[config.mk]
export PLATFORM = sky130hd
export DESIGN_NAME = hs_cmd_engine
export DESIGN_NICKNAME = d
export VERILOG_FILES = /design/src/rtl/hs_pkg.sv /design/src/rtl/hs_len_table.sv /design/src/rtl/hs_port_sync.sv /design/src/rtl/hs_arg_buf.sv /design/src/rtl/hs_cmd_engine.sv
export SDC_FILE = /design/constraint.sdc
export NUM_CORES = 1
export LEC_CHECK = 0
export BUFFER_PORTS_ARGS = -buffer_cell sky130_fd_sc_hd__buf_2
export CAP_MARGIN = 20
export CORE_MARGIN = 2
export CORE_UTILIZATION = 30
export CTS_CLUSTER_SIZE = 24
export DETAILED_ROUTE_END_ITERATION = 10
export REMOVE_ABC_BUFFERS = 1
export SLEW_MARGIN = 20
export SYNTH_ARGS = -nofsm -noshare
export SYNTH_HDL_FRONTEND = slang
export SYNTH_SLANG_ARGS = --single-unit
[constraint.sdc]
create_clock -name clk -period 2.91 [get_ports clk]
set_input_delay 0.4365 -clock clk [delete_from_list [all_inputs] [get_ports clk]]
set_output_delay 0.4365 -clock clk [all_outputs]
set_load 0.1 [all_outputs]
[src/rtl/hs_pkg.sv]
package hs_pkg;

   typedef enum logic [1:0] {
      S_IDLE = 2'd0,
      S_RECV = 2'd1,
      S_DISP = 2'd2,
      S_SEND = 2'd3
   } hs_state_t;

   typedef struct packed {
      logic       arg_var;
      logic [7:0] arg_len;
      logic       rsp_var;
      logic [7:0] rsp_len;
   } hs_len_t;

endpackage

[src/rtl/hs_len_table.sv]
module hs_len_table #(
   parameter int CODE_W = 8,
   parameter int LEN_W  = 8
) (
   input  logic [CODE_W-1:0] code,
   output logic              arg_var,
   output logic [LEN_W-1:0]  arg_len,
   output logic              rsp_var,
   output logic [LEN_W-1:0]  rsp_len
);
   import hs_pkg::*;

   hs_len_t ent;

   if (CODE_W < 8) begin : g_bad_code_w
      $error("hs_len_table: CODE_W must be at least 8");
   end

   // command length table, V marks variable
   always_comb begin
      ent = '{arg_var: 1'b0, arg_len: 8'd0, rsp_var: 1'b0, rsp_len: 8'd0};
      case (code[7:0])
         8'h10: ent.arg_len = 8'd1;
         8'h20: begin ent.arg_var = 1'b1; ent.rsp_var = 1'b1; end
         8'h30: ent.arg_len = 8'd4;
         8'h38: ent.rsp_len = 8'd4;
         8'h48: begin ent.arg_len = 8'd1; ent.rsp_len = 8'd2; end
         8'h4C: ent.rsp_var = 1'b1;
         8'h78: ent.rsp_var = 1'b1;
         8'hE0: ent.rsp_len = 8'd1;
         default: ;
      endcase
   end

   assign arg_var = ent.arg_var;
   assign rsp_var = ent.rsp_var;
   assign arg_len = LEN_W'(ent.arg_len);
   assign rsp_len = LEN_W'(ent.rsp_len);

endmodule

[src/rtl/hs_port_sync.sv]
module hs_port_sync #(
   parameter int PORT_W  = 8,
   parameter int REQ_BIT = 4,
   parameter int ACK_BIT = 3
) (
   input  logic              clk,
   input  logic              rst_n,
   input  logic              we,
   input  logic [PORT_W-1:0] wdata,
   output logic [PORT_W-1:0] port_q,
   output logic              byte_evt,
   output logic              err_evt
);
   localparam logic [PORT_W-1:0] REQ_M   = PORT_W'(1) << REQ_BIT;
   localparam logic [PORT_W-1:0] ACK_M   = PORT_W'(1) << ACK_BIT;
   localparam logic [PORT_W-1:0] IDLE_V  = REQ_M | ACK_M;

   if (REQ_BIT >= PORT_W || ACK_BIT >= PORT_W || REQ_BIT == ACK_BIT) begin : g_bad_bits
      $error("hs_port_sync: handshake bit positions invalid");
   end

   logic [PORT_W-1:0] last_q;
   logic              changed;
   logic [1:0]        lines;

   assign changed = we && (wdata != last_q);
   assign lines   = {wdata[REQ_BIT], wdata[ACK_BIT]};

   always_ff @(posedge clk or negedge rst_n) begin
      if (!rst_n) begin
         port_q   <= IDLE_V;
         last_q   <= IDLE_V;
         byte_evt <= 1'b0;
         err_evt  <= 1'b0;
      end else begin
         byte_evt <= 1'b0;
         err_evt  <= 1'b0;
         if (we && !changed) begin
            port_q <= wdata;
         end else if (changed) begin
            case (lines)
               2'b10: begin
                  port_q <= wdata | ACK_M;
                  last_q <= wdata | ACK_M;
               end
               2'b01: begin
                  port_q   <= wdata & ~ACK_M;
                  last_q   <= wdata & ~ACK_M;
                  byte_evt <= 1'b1;
               end
               2'b11: begin
                  port_q <= wdata;
                  last_q <= wdata;
               end
               default: begin
                  port_q  <= wdata;
                  last_q  <= wdata;
                  err_evt <= 1'b1;
               end
            endcase
         end
      end
   end

   p_same_value_quiet_r2: assert property (@(posedge clk) disable iff (!rst_n)
      (we && wdata == last_q) |=> (!byte_evt && !err_evt));

   p_release_sets_ack_r3: assert property (@(posedge clk) disable iff (!rst_n)
      (changed && wdata[REQ_BIT] && !wdata[ACK_BIT]) |=> (port_q[ACK_BIT] && !byte_evt));

   p_request_drops_ack_r4: assert property (@(posedge clk) disable iff (!rst_n)
      (changed && !wdata[REQ_BIT] && wdata[ACK_BIT]) |=> (!port_q[ACK_BIT] && byte_evt));

endmodule

[src/rtl/hs_arg_buf.sv]
module hs_arg_buf #(
   parameter int DEPTH  = 32,
   parameter int DATA_W = 8,
   localparam int AIW   = (DEPTH > 1) ? $clog2(DEPTH) : 1
) (
   input  logic              clk,
   input  logic              rst_n,
   input  logic              wr_en,
   input  logic [AIW-1:0]    wr_idx,
   input  logic [DATA_W-1:0] wr_data,
   input  logic [AIW-1:0]    rd_idx,
   output logic [DATA_W-1:0] rd_data
);
   if (DEPTH < 1 || DEPTH > 255) begin : g_bad_depth
      $error("hs_arg_buf: DEPTH out of range");
   end

   logic [DATA_W-1:0] mem [DEPTH];

   for (genvar i = 0; i < DEPTH; i++) begin : g_ent
      always_ff @(posedge clk or negedge rst_n) begin
         if (!rst_n)                                    mem[i] <= '0;
         else if (wr_en && wr_idx == AIW'(i))           mem[i] <= wr_data;
      end
   end

   assign rd_data = (int'(rd_idx) < DEPTH) ? mem[rd_idx] : '0;

   p_write_lands_r8: assert property (@(posedge clk) disable iff (!rst_n)
      (wr_en && int'(wr_idx) < DEPTH) |=> (mem[$past(wr_idx)] == $past(wr_data)));

endmodule

[src/rtl/hs_cmd_engine.sv]
module hs_cmd_engine #(
   parameter int PORT_W    = 8,
   parameter int REQ_BIT   = 4,
   parameter int ACK_BIT   = 3,
   parameter int DATA_W    = 8,
   parameter int LEN_W     = 8,
   parameter int ARG_DEPTH = 32,
   localparam int AIW      = (ARG_DEPTH > 1) ? $clog2(ARG_DEPTH) : 1
) (
   input  logic              clk,
   input  logic              rst_n,
   input  logic              port_we,
   input  logic [PORT_W-1:0] port_wdata,
   output logic [PORT_W-1:0] port_rdata,
   input  logic              sr_h2d,
   input  logic [DATA_W-1:0] sr_in,
   output logic [DATA_W-1:0] sr_out,
   output logic              byte_done,
   output logic              xfer_err,
   output logic              dsp_req,
   output logic [DATA_W-1:0] dsp_code,
   output logic [LEN_W-1:0]  dsp_argc,
   input  logic [AIW-1:0]    arg_idx,
   output logic [DATA_W-1:0] arg_data,
   input  logic              dsp_known,
   input  logic [LEN_W-1:0]  dsp_rsp_size,
   output logic [LEN_W-1:0]  rsp_idx,
   input  logic [DATA_W-1:0] rsp_data
);
   import hs_pkg::*;

   if (LEN_W < 8 || DATA_W < 8) begin : g_bad_w
      $error("hs_cmd_engine: LEN_W and DATA_W must be at least 8");
   end
   if (ARG_DEPTH >= (1 << LEN_W)) begin : g_bad_depth
      $error("hs_cmd_engine: ARG_DEPTH must fit in a length field");
   end

   localparam logic [LEN_W-1:0] DEPTH_L = LEN_W'(ARG_DEPTH);

   // handshake decode
   logic byte_evt, perr_evt;

   hs_port_sync #(.PORT_W(PORT_W), .REQ_BIT(REQ_BIT), .ACK_BIT(ACK_BIT)) u_sync (
      .clk      (clk),
      .rst_n    (rst_n),
      .we       (port_we),
      .wdata    (port_wdata),
      .port_q   (port_rdata),
      .byte_evt (byte_evt),
      .err_evt  (perr_evt)
   );

   // length lookup on the incoming byte
   logic             t_arg_var, t_rsp_var;
   logic [LEN_W-1:0] t_arg_len, t_rsp_len;

   hs_len_table #(.CODE_W(DATA_W), .LEN_W(LEN_W)) u_tbl (
      .code    (sr_in),
      .arg_var (t_arg_var),
      .arg_len (t_arg_len),
      .rsp_var (t_rsp_var),
      .rsp_len (t_rsp_len)
   );

   // state
   hs_state_t         state_q, state_d;
   logic [DATA_W-1:0] code_q, code_d;
   logic              arg_var_q, arg_var_d, rsp_var_q, rsp_var_d;
   logic [LEN_W-1:0]  arg_len_q, arg_len_d, rsp_len_q, rsp_len_d;
   logic [LEN_W-1:0]  argc_q, argc_d, rpos_q, rpos_d, rsz_q, rsz_d;
   logic              known_q, known_d;
   logic [DATA_W-1:0] sr_out_q, sr_out_d;
   logic              done_q, done_d, err_q, err_d;
   logic              wr_en;
   logic [LEN_W-1:0]  argc_inc, rpos_inc;
   logic [DATA_W-1:0] rsp_byte;

   assign argc_inc = argc_q + 1'b1;
   assign rpos_inc = rpos_q + 1'b1;
   assign rsp_byte = (known_q && rpos_q < rsz_q) ? rsp_data : '0;

   hs_arg_buf #(.DEPTH(ARG_DEPTH), .DATA_W(DATA_W)) u_args (
      .clk     (clk),
      .rst_n   (rst_n),
      .wr_en   (wr_en),
      .wr_idx  (argc_q[AIW-1:0]),
      .wr_data (sr_in),
      .rd_idx  (arg_idx),
      .rd_data (arg_data)
   );

   always_comb begin
      state_d   = state_q;
      code_d    = code_q;
      arg_var_d = arg_var_q;
      arg_len_d = arg_len_q;
      rsp_var_d = rsp_var_q;
      rsp_len_d = rsp_len_q;
      argc_d    = argc_q;
      rpos_d    = rpos_q;
      rsz_d     = rsz_q;
      known_d   = known_q;
      sr_out_d  = sr_out_q;
      done_d    = 1'b0;
      err_d     = perr_evt;
      wr_en     = 1'b0;
      case (state_q)
         S_IDLE: if (byte_evt) begin
            if (!sr_h2d) begin
               err_d = 1'b1;
            end else begin
               done_d    = 1'b1;
               code_d    = sr_in;
               arg_var_d = t_arg_var;
               arg_len_d = t_arg_len;
               rsp_var_d = t_rsp_var;
               rsp_len_d = t_rsp_len;
               argc_d    = '0;
               rpos_d    = '0;
               state_d   = (!t_arg_var && t_arg_len == '0) ? S_DISP : S_RECV;
            end
         end
         S_RECV: if (byte_evt) begin
            if (!sr_h2d) begin
               err_d = 1'b1;
            end else begin
               done_d = 1'b1;
               if (arg_var_q) begin
                  arg_var_d = 1'b0;
                  arg_len_d = LEN_W'(sr_in);
                  if (sr_in == '0) state_d = S_DISP;
               end else begin
                  wr_en  = (argc_q < DEPTH_L);
                  argc_d = argc_inc;
                  if (argc_inc == arg_len_q) state_d = S_DISP;
               end
            end
         end
         S_DISP: begin
            if (byte_evt) err_d = 1'b1;
            known_d = dsp_known;
            rsz_d   = dsp_known ? dsp_rsp_size : (rsp_var_q ? '0 : rsp_len_q);
            state_d = (!rsp_var_q && rsp_len_q == '0) ? S_IDLE : S_SEND;
         end
         S_SEND: if (byte_evt) begin
            if (sr_h2d) begin
               err_d = 1'b1;
            end else begin
               done_d = 1'b1;
               if (rsp_var_q) begin
                  rsp_var_d = 1'b0;
                  rsp_len_d = rsz_q;
                  sr_out_d  = DATA_W'(rsz_q);
                  if (rsz_q == '0) state_d = S_IDLE;
               end else begin
                  sr_out_d = rsp_byte;
                  rpos_d   = rpos_inc;
                  if (rpos_inc == rsp_len_q) state_d = S_IDLE;
               end
            end
         end
         default: state_d = S_IDLE;
      endcase
   end

   always_ff @(posedge clk or negedge rst_n) begin
      if (!rst_n) begin
         state_q   <= S_IDLE;
         code_q    <= '0;
         arg_var_q <= 1'b0;
         arg_len_q <= '0;
         rsp_var_q <= 1'b0;
         rsp_len_q <= '0;
         argc_q    <= '0;
         rpos_q    <= '0;
         rsz_q     <= '0;
         known_q   <= 1'b0;
         sr_out_q  <= '0;
         done_q    <= 1'b0;
         err_q     <= 1'b0;
      end else begin
         state_q   <= state_d;
         code_q    <= code_d;
         arg_var_q <= arg_var_d;
         arg_len_q <= arg_len_d;
         rsp_var_q <= rsp_var_d;
         rsp_len_q <= rsp_len_d;
         argc_q    <= argc_d;
         rpos_q    <= rpos_d;
         rsz_q     <= rsz_d;
         known_q   <= known_d;
         sr_out_q  <= sr_out_d;
         done_q    <= done_d;
         err_q     <= err_d;
      end
   end

   assign sr_out    = sr_out_q;
   assign byte_done = done_q;
   assign xfer_err  = err_q;
   assign dsp_req   = (state_q == S_DISP);
   assign dsp_code  = code_q;
   assign dsp_argc  = arg_len_q;
   assign rsp_idx   = rpos_q;

   p_disp_single_r9: assert property (@(posedge clk) disable iff (!rst_n)
      dsp_req |=> !dsp_req);

   p_strobes_exclusive_r4: assert property (@(posedge clk) disable iff (!rst_n)
      !(byte_done && xfer_err));

   p_dir_skip_send_r6: assert property (@(posedge clk) disable iff (!rst_n)
      (byte_evt && state_q == S_SEND && sr_h2d) |=> (xfer_err && !byte_done && state_q == S_SEND));

   p_dir_skip_idle_r6: assert property (@(posedge clk) disable iff (!rst_n)
      (byte_evt && state_q == S_IDLE && !sr_h2d) |=> (xfer_err && state_q == S_IDLE));

   p_zero_fill_r11: assert property (@(posedge clk) disable iff (!rst_n)
      (byte_evt && state_q == S_SEND && !sr_h2d && !rsp_var_q && !known_q) |=> (sr_out == '0));

   p_count_bound_r10: assert property (@(posedge clk) disable iff (!rst_n)
      (state_q == S_SEND && !rsp_var_q) |-> (rpos_q < rsp_len_q));

endmodule

# After elaboration in Yosys (flattened, before gate mapping)
# Index checks and enable logic that the tools add are counted.
dict set report totals {
  reg_bits 337
  input_bits 42
  output_inout_bits 51
  word_cells 264
}
dict set report classes {
  n_addsub 2
  n_lt_le_gt_ge 3
  n_eq_ne 62
  n_mux 82
  bitwise_logic 3
  reduce_logical 63
}
# operator n
set op_table {}
lappend op_table {{8-bit two-way mux} 26}
lappend op_table {{5-bit equality test, second input constant} 16}
lappend op_table {{8-bit case mux with 2 select lines} 4}
lappend op_table {{8-bit binary-select mux with 5-bit select} 1}
lappend op_table {{5-bit by 4-bit equality test with 1-bit output, second input constant} 8}
lappend op_table {{1-bit logical AND} 37}
lappend op_table {{8-bit zero test} 4}
lappend op_table {{1-bit two-way mux} 29}
lappend op_table {{2-bit two-way mux} 14}
lappend op_table {{8-bit by 6-bit equality test with 1-bit output, second input constant} 3}
lappend op_table {{8-bit by 7-bit equality test with 1-bit output, second input constant} 3}
lappend op_table {{6-bit AND reduction} 4}
lappend op_table {{5-bit by 3-bit equality test with 1-bit output, second input constant} 4}
lappend op_table {{8-bit by 1-bit adder with 8-bit output, second input constant} 2}
lappend op_table {{8-bit equality test} 2}
lappend op_table {{2-bit inequality test, second input constant} 7}
lappend op_table {{3-bit inequality test, second input constant} 4}
lappend op_table {{5-bit by 2-bit equality test with 1-bit output, second input constant} 2}
lappend op_table {{10-bit AND reduction} 1}
lappend op_table {{5-bit AND reduction} 2}
lappend op_table {{3-bit case mux with 3 select lines} 1}
lappend op_table {{2-bit equality test, second input constant} 4}
lappend op_table {{8-bit by 5-bit equality test with 1-bit output, second input constant} 1}
lappend op_table {{8-bit equality test, second input constant} 1}
lappend op_table {{other kinds (22)} 35}

# Longest topological paths before layout
dict set report logic_depth {
  ltp_word 9
  ltp_mapped 12
  mapped_depth_nobuf 11
}

# Cells and area by module
# A second synthesis with hierarchy kept.
dict set report hier_totals {
  cells_unflattened 1183
  area_unflattened_um2 16346.9
}
# module instances cells_each area_per_inst_um2 seq_area_each_um2
set by_module_without_submodules {}
lappend by_module_without_submodules {hs_arg_buf 1 699 11673.7 6406.1}
lappend by_module_without_submodules {hs_cmd_engine 1 383 3656.0 1576.5}
lappend by_module_without_submodules {hs_port_sync 1 67 792.0 455.4}
lappend by_module_without_submodules {hs_len_table 1 34 225.2 0.0}

# Worst setup path before layout
# OpenSTA, ideal clock, no wires.
dict set report synth_path {
  path_kind {input-to-output}
  startpoint {input arg_idx[0]}
  endpoint {output arg_data[0]}
  t_arrival_ns 2.856
  t_required_ns 2.474
  slack_ns -0.383
  path_stages 5
  path_buffers 2
  cell_sequence {clkbuf_1 buf_1 mux4_2 mux4_2 mux2_2}
}
dict set report synth_via {
  elab_chain_cells 4
}
# element line_no
set synth_rtl {}
lappend synth_rtl {{start, declared} hs_cmd_engine.sv:23} ;# input logic [AIW-1:0] arg_idx,
lappend synth_rtl {{5-bit inverter with 6-bit output (implied by the code)} hs_arg_buf.sv:27} ;# assign rd_data = (int'(rd_idx) < DEPTH) ? mem[rd_idx] : '0;
lappend synth_rtl {{8-bit binary-select mux with 5-bit select} hs_arg_buf.sv:27}
lappend synth_rtl {{8-bit two-way mux (implied by the code) (2 in a row)} hs_arg_buf.sv:27}
lappend synth_rtl {{end, declared} hs_cmd_engine.sv:24} ;# output logic [DATA_W-1:0] arg_data,
# No other way between the ends. The select of a mux whose other input is x is not followed.

# Final worst setup path
dict set report layout_path {
  startpoint {register u_args.mem[165] (netlist name)}
  endpoint {output arg_data[5]}
}
dict set report layout_via {
  elab_chain_cells 3
}
# element line_no
set layout_rtl {}
lappend layout_rtl {{start, declared} hs_arg_buf.sv:18} ;# logic [DATA_W-1:0] mem [DEPTH];
lappend layout_rtl {{start signal, assigned by index} hs_arg_buf.sv:23} ;# else if (wr_en && wr_idx == AIW'(i)) mem[i] <= wr_data;
lappend layout_rtl {{8-bit binary-select mux with 5-bit select} hs_arg_buf.sv:27}
lappend layout_rtl {{8-bit two-way mux (implied by the code) (2 in a row)} hs_arg_buf.sv:27}
# No other way between the ends. The select of a mux whose other input is x is not followed.

==> impl_metrics.py <==
metrics = {
    "die": {
        "io_pins": 93,
        "coreArea_um2": 52800,
        "die-area_um2": 55500,
        "num_rows": 84,
        "start_util": 0.305,
        "die_h_um": 235,
        "die_w_um": 235,
    },
    "grt": {
        "grt_pass1_wl_mm": 67.0,
        "gr-total-overflow": 0,
        "grt_usage": 0.157,
        "grt_max_degree": 83,
        "grt_pass1_vias": 10700,
        "antenna_found_initial": 0,
    },
    "yosys": {
        "ys_ff_latch": 337,
        "synth-main-ff-cell": "dfrtp_1",
        "mappedNetlistArea_um2": 16100,
        "synth-edff-count": 0,
        "syn_inst": 1147,
        "yosys_warnings": 0,
        "async_reset_ff_frac": 1.00,
        "synthDistinctLibCells": 55,
        "ys_seq_area_frac": 0.525,
        "syn_area_per_cell_um2": 14.0,
    },
    "drt": {
        "drt_iter0_drc": 701,
        "drc": 0,
        "routedWlPerCell_um": 21.6,
        "viasPerCell": 5.17,
        "via_count": 10300,
        "wirelength_mm": 43.0,
        "drt-pass1-iter-count": 4,
        "ant_nets": 0,
    },
    "timing": {
        "fin_skew_ps": 14.1,
        "slew-limit-headroom": 0.314,
        "setup_viol": 0,
        "holdWs_ps": 98.6,
        "fmax_mhz": 344,
        "setup_tns_ps": 0,
        "hold_violations": 0,
        "rsz0062_at_grt": "true",
        "final.period_utilization": 0.999,
        "layout_min_cycle_time_ps": 2910,
        "maxSlewViolCount": 0,
        "setup_ws_ps": 4.30,
        "worstMarginPinSlew_ps": 1020,
    },
    "place": {
        "post-place-ws_ps": -52.9,
        "place_area_um2": 17900,
        "hpwl_mm": 29.2,
        "port_buffers": 92,
        "place_inst": 1921,
        "globalplace.congestion": 0.799,
    },
    "worst_setup_path": {
        "slowest_delay_ps": 510,
        "crit_path_top_delay_cell": "mux4_2",
        "crit_type": "register to output port",
        "crit_fanout": 2,
        "crit_required_ps": 2470,
        "r2r_slack_ps": 220,
        "worstPathCellList": "mux4_2, mux4_2, mux2_4, buf_12",
        "worstPathArrival_ps": 2470,
        "r2r_end": "u_args.mem[54]",
        "cp_common_cell": "mux4_2",
        "reg2regPathDepth": 7,
        "cp-end-kind": "output port",
        "critPathLaunchType": "register",
        "r2r_start": "state_q[1]",
    },
    "power_and_ir_drop": {
        "intPower_mw": 8.35,
        "p_comb_frac": 0.171,
        "finalPower_mw": 12.0,
        "seq_power_share": 0.420,
        "switching_share": 0.305,
        "power.switching_mw": 3.67,
        "clkPwrFrac": 0.408,
        "p_leak_nw": 9.13,
        "ir_worst_vdd_mv": 0.649,
        "power_density_nw_per_um2": 621,
    },
    "clock_tree": {
        "cts_sinks": 337,
        "cts_tree": "built",
        "cts_buffers": 39,
        "worstSkewPairLatency_ps": 570,
        "clk_pin_slew_ps": 60,
        "clockBufferDepth": 3,
        "cts_root_buf": "clkbuf_16",
        "h-tree-depth": 2,
    },
    "layout": {
        "fin_nets": 1333,
        "drive_gt1_frac": 0.470,
        "fin_util": 0.367,
        "final_area_um2": 19400,
        "antenna_cells": 0,
        "largest_reg_flops": 256,
        "stdcell_count": 1989,
        "regMostFlops": "u_args.mem",
        "syn_to_final_growth_pct": 20.4,
    },
    "hold_path": {
        "whs_path_depth": 2,
        "hold_start": "port_wdata[3]",
        "hp-class": "input pin to register",
        "hold_end": "u_sync.err_evt",
    },
    "run_status": {
        "outcome": "finished, final reports clean",
    },
    "run": {
        "cap_violations": 0,
    },
}
[metal layers]
metal	vias to the layer above	share of wire	GRT usage
met4	0	0.023	0.0448
met5	-	0	0
met3	61	0.065	0.0415
met1	5413	0.46	0.219
li1	4534	-	-
met2	267	0.46	0.240
[cell families (layout without fill, tap and decap cells)]
group | count (synthesis) | count (layout) | share of synthesized area
mux | 369 | 369 | 0.314
flops | 337 | 337 | 0.525
simple gates | 180 | 180 | 0.0601
compound gates | 124 | 124 | 0.0520
buf+inv | 96 | 250 | 0.0226
xor+xnor | 25 | 25 | 0.0136
fa+ha+maj | 16 | 16 | 0.0125
[how the worst max path moves through the flow]
| stage | start | endpoint | cells after the start |
|---|---|---|---|
| 6_report | u_args.mem[165] | arg_data[5] | 4 |
| 5_1_grt | u_args.mem[165] | arg_data[5] | 4 |
| 4_1_cts | u_args.mem[165] | arg_data[5] | 4 |
| 3_5_place_dp | arg_idx[0] | arg_data[6] | 6 |
| 3_3_place_gp | arg_idx[0] | arg_data[2] | 6 |
| 2_1_floorplan | state_q[1] | u_args.mem[200] | 7 |
[worst max-delay path, delay by kind of cell, from the launching register on]
family	cells	cell delay [ps]
buffers and inverters	1	170
DFF	1	420
muxes	3	1310
[cell usage in the layout, fill, tap and decap left out, types with 13 or more instances in the layout]
cell type	instances
buf_12	28
mux2_2	280
dfrtp_1	333
mux4_2	80
buf_2	82
and3_1	13
clkbuf_1	13
nor2_1	30
clkbuf_16	39
a21oi_1	21
inv_1	17
buf_4	53
nand3_1	19
nor3b_1	13
o21ai_0	34
nand2_1	50
xor2_1	17
ha_1	16
[synthesized netlist by cell type, types with 11 or more instances]
library cell  instances  area, um2
o21ai_0              34        170
o31ai_1              11       82.6
mux4_2               80       1800
dfrtp_1             333       8330
nand2_1              50        188
nor3b_1              13       97.6
nor3_1               13       65.1
a21oi_1              21        105
ha_1                 16        200
inv_1                17       63.8
nor2_1               30        113
nand3_1              19       95.1
xor2_1               17        149
mux2_2              288       3240
clkbuf_1             64        240
nor2_2               11       68.8
and3_1               13       81.3
buf_1                12       45.0
[layout make-up]
| class | count | area [um2] |
|---|---|---|
| multi-input cells | 714 | 7320 |
| flip-flops and latches | 337 | 8440 |
| repair buffers | 165 | 1390 |
| clock buffers | 58 | 1110 |
| inverters | 18 | 67.6 |
| fillers | 5038 | 33400 |
| well taps | 688 | 861 |
| clock inverters | 9 | 166 |
[power by group through the flow]
stage,clock network [mW],logic (mW),registers (mW)
floorplan,0,0.680,5.75
detailed placement,0,2.07,5.14
global placement,0,2.04,5.13
finish,4.91,2.06,5.05
CTS,5.05,2.08,5.06
global route,5.25,2.22,5.08
[timing repair]
item / in CTS / in global routing
buffers inserted: 0 / 0
endpoints found under the setup margin: 8 / 10
pin swaps: 0 / 1
hold buffers: 1 / 0
endpoints found under the hold margin: 71 / 0
gates resized for setup: 34 / 8
(Power assumes the default switching activity.)
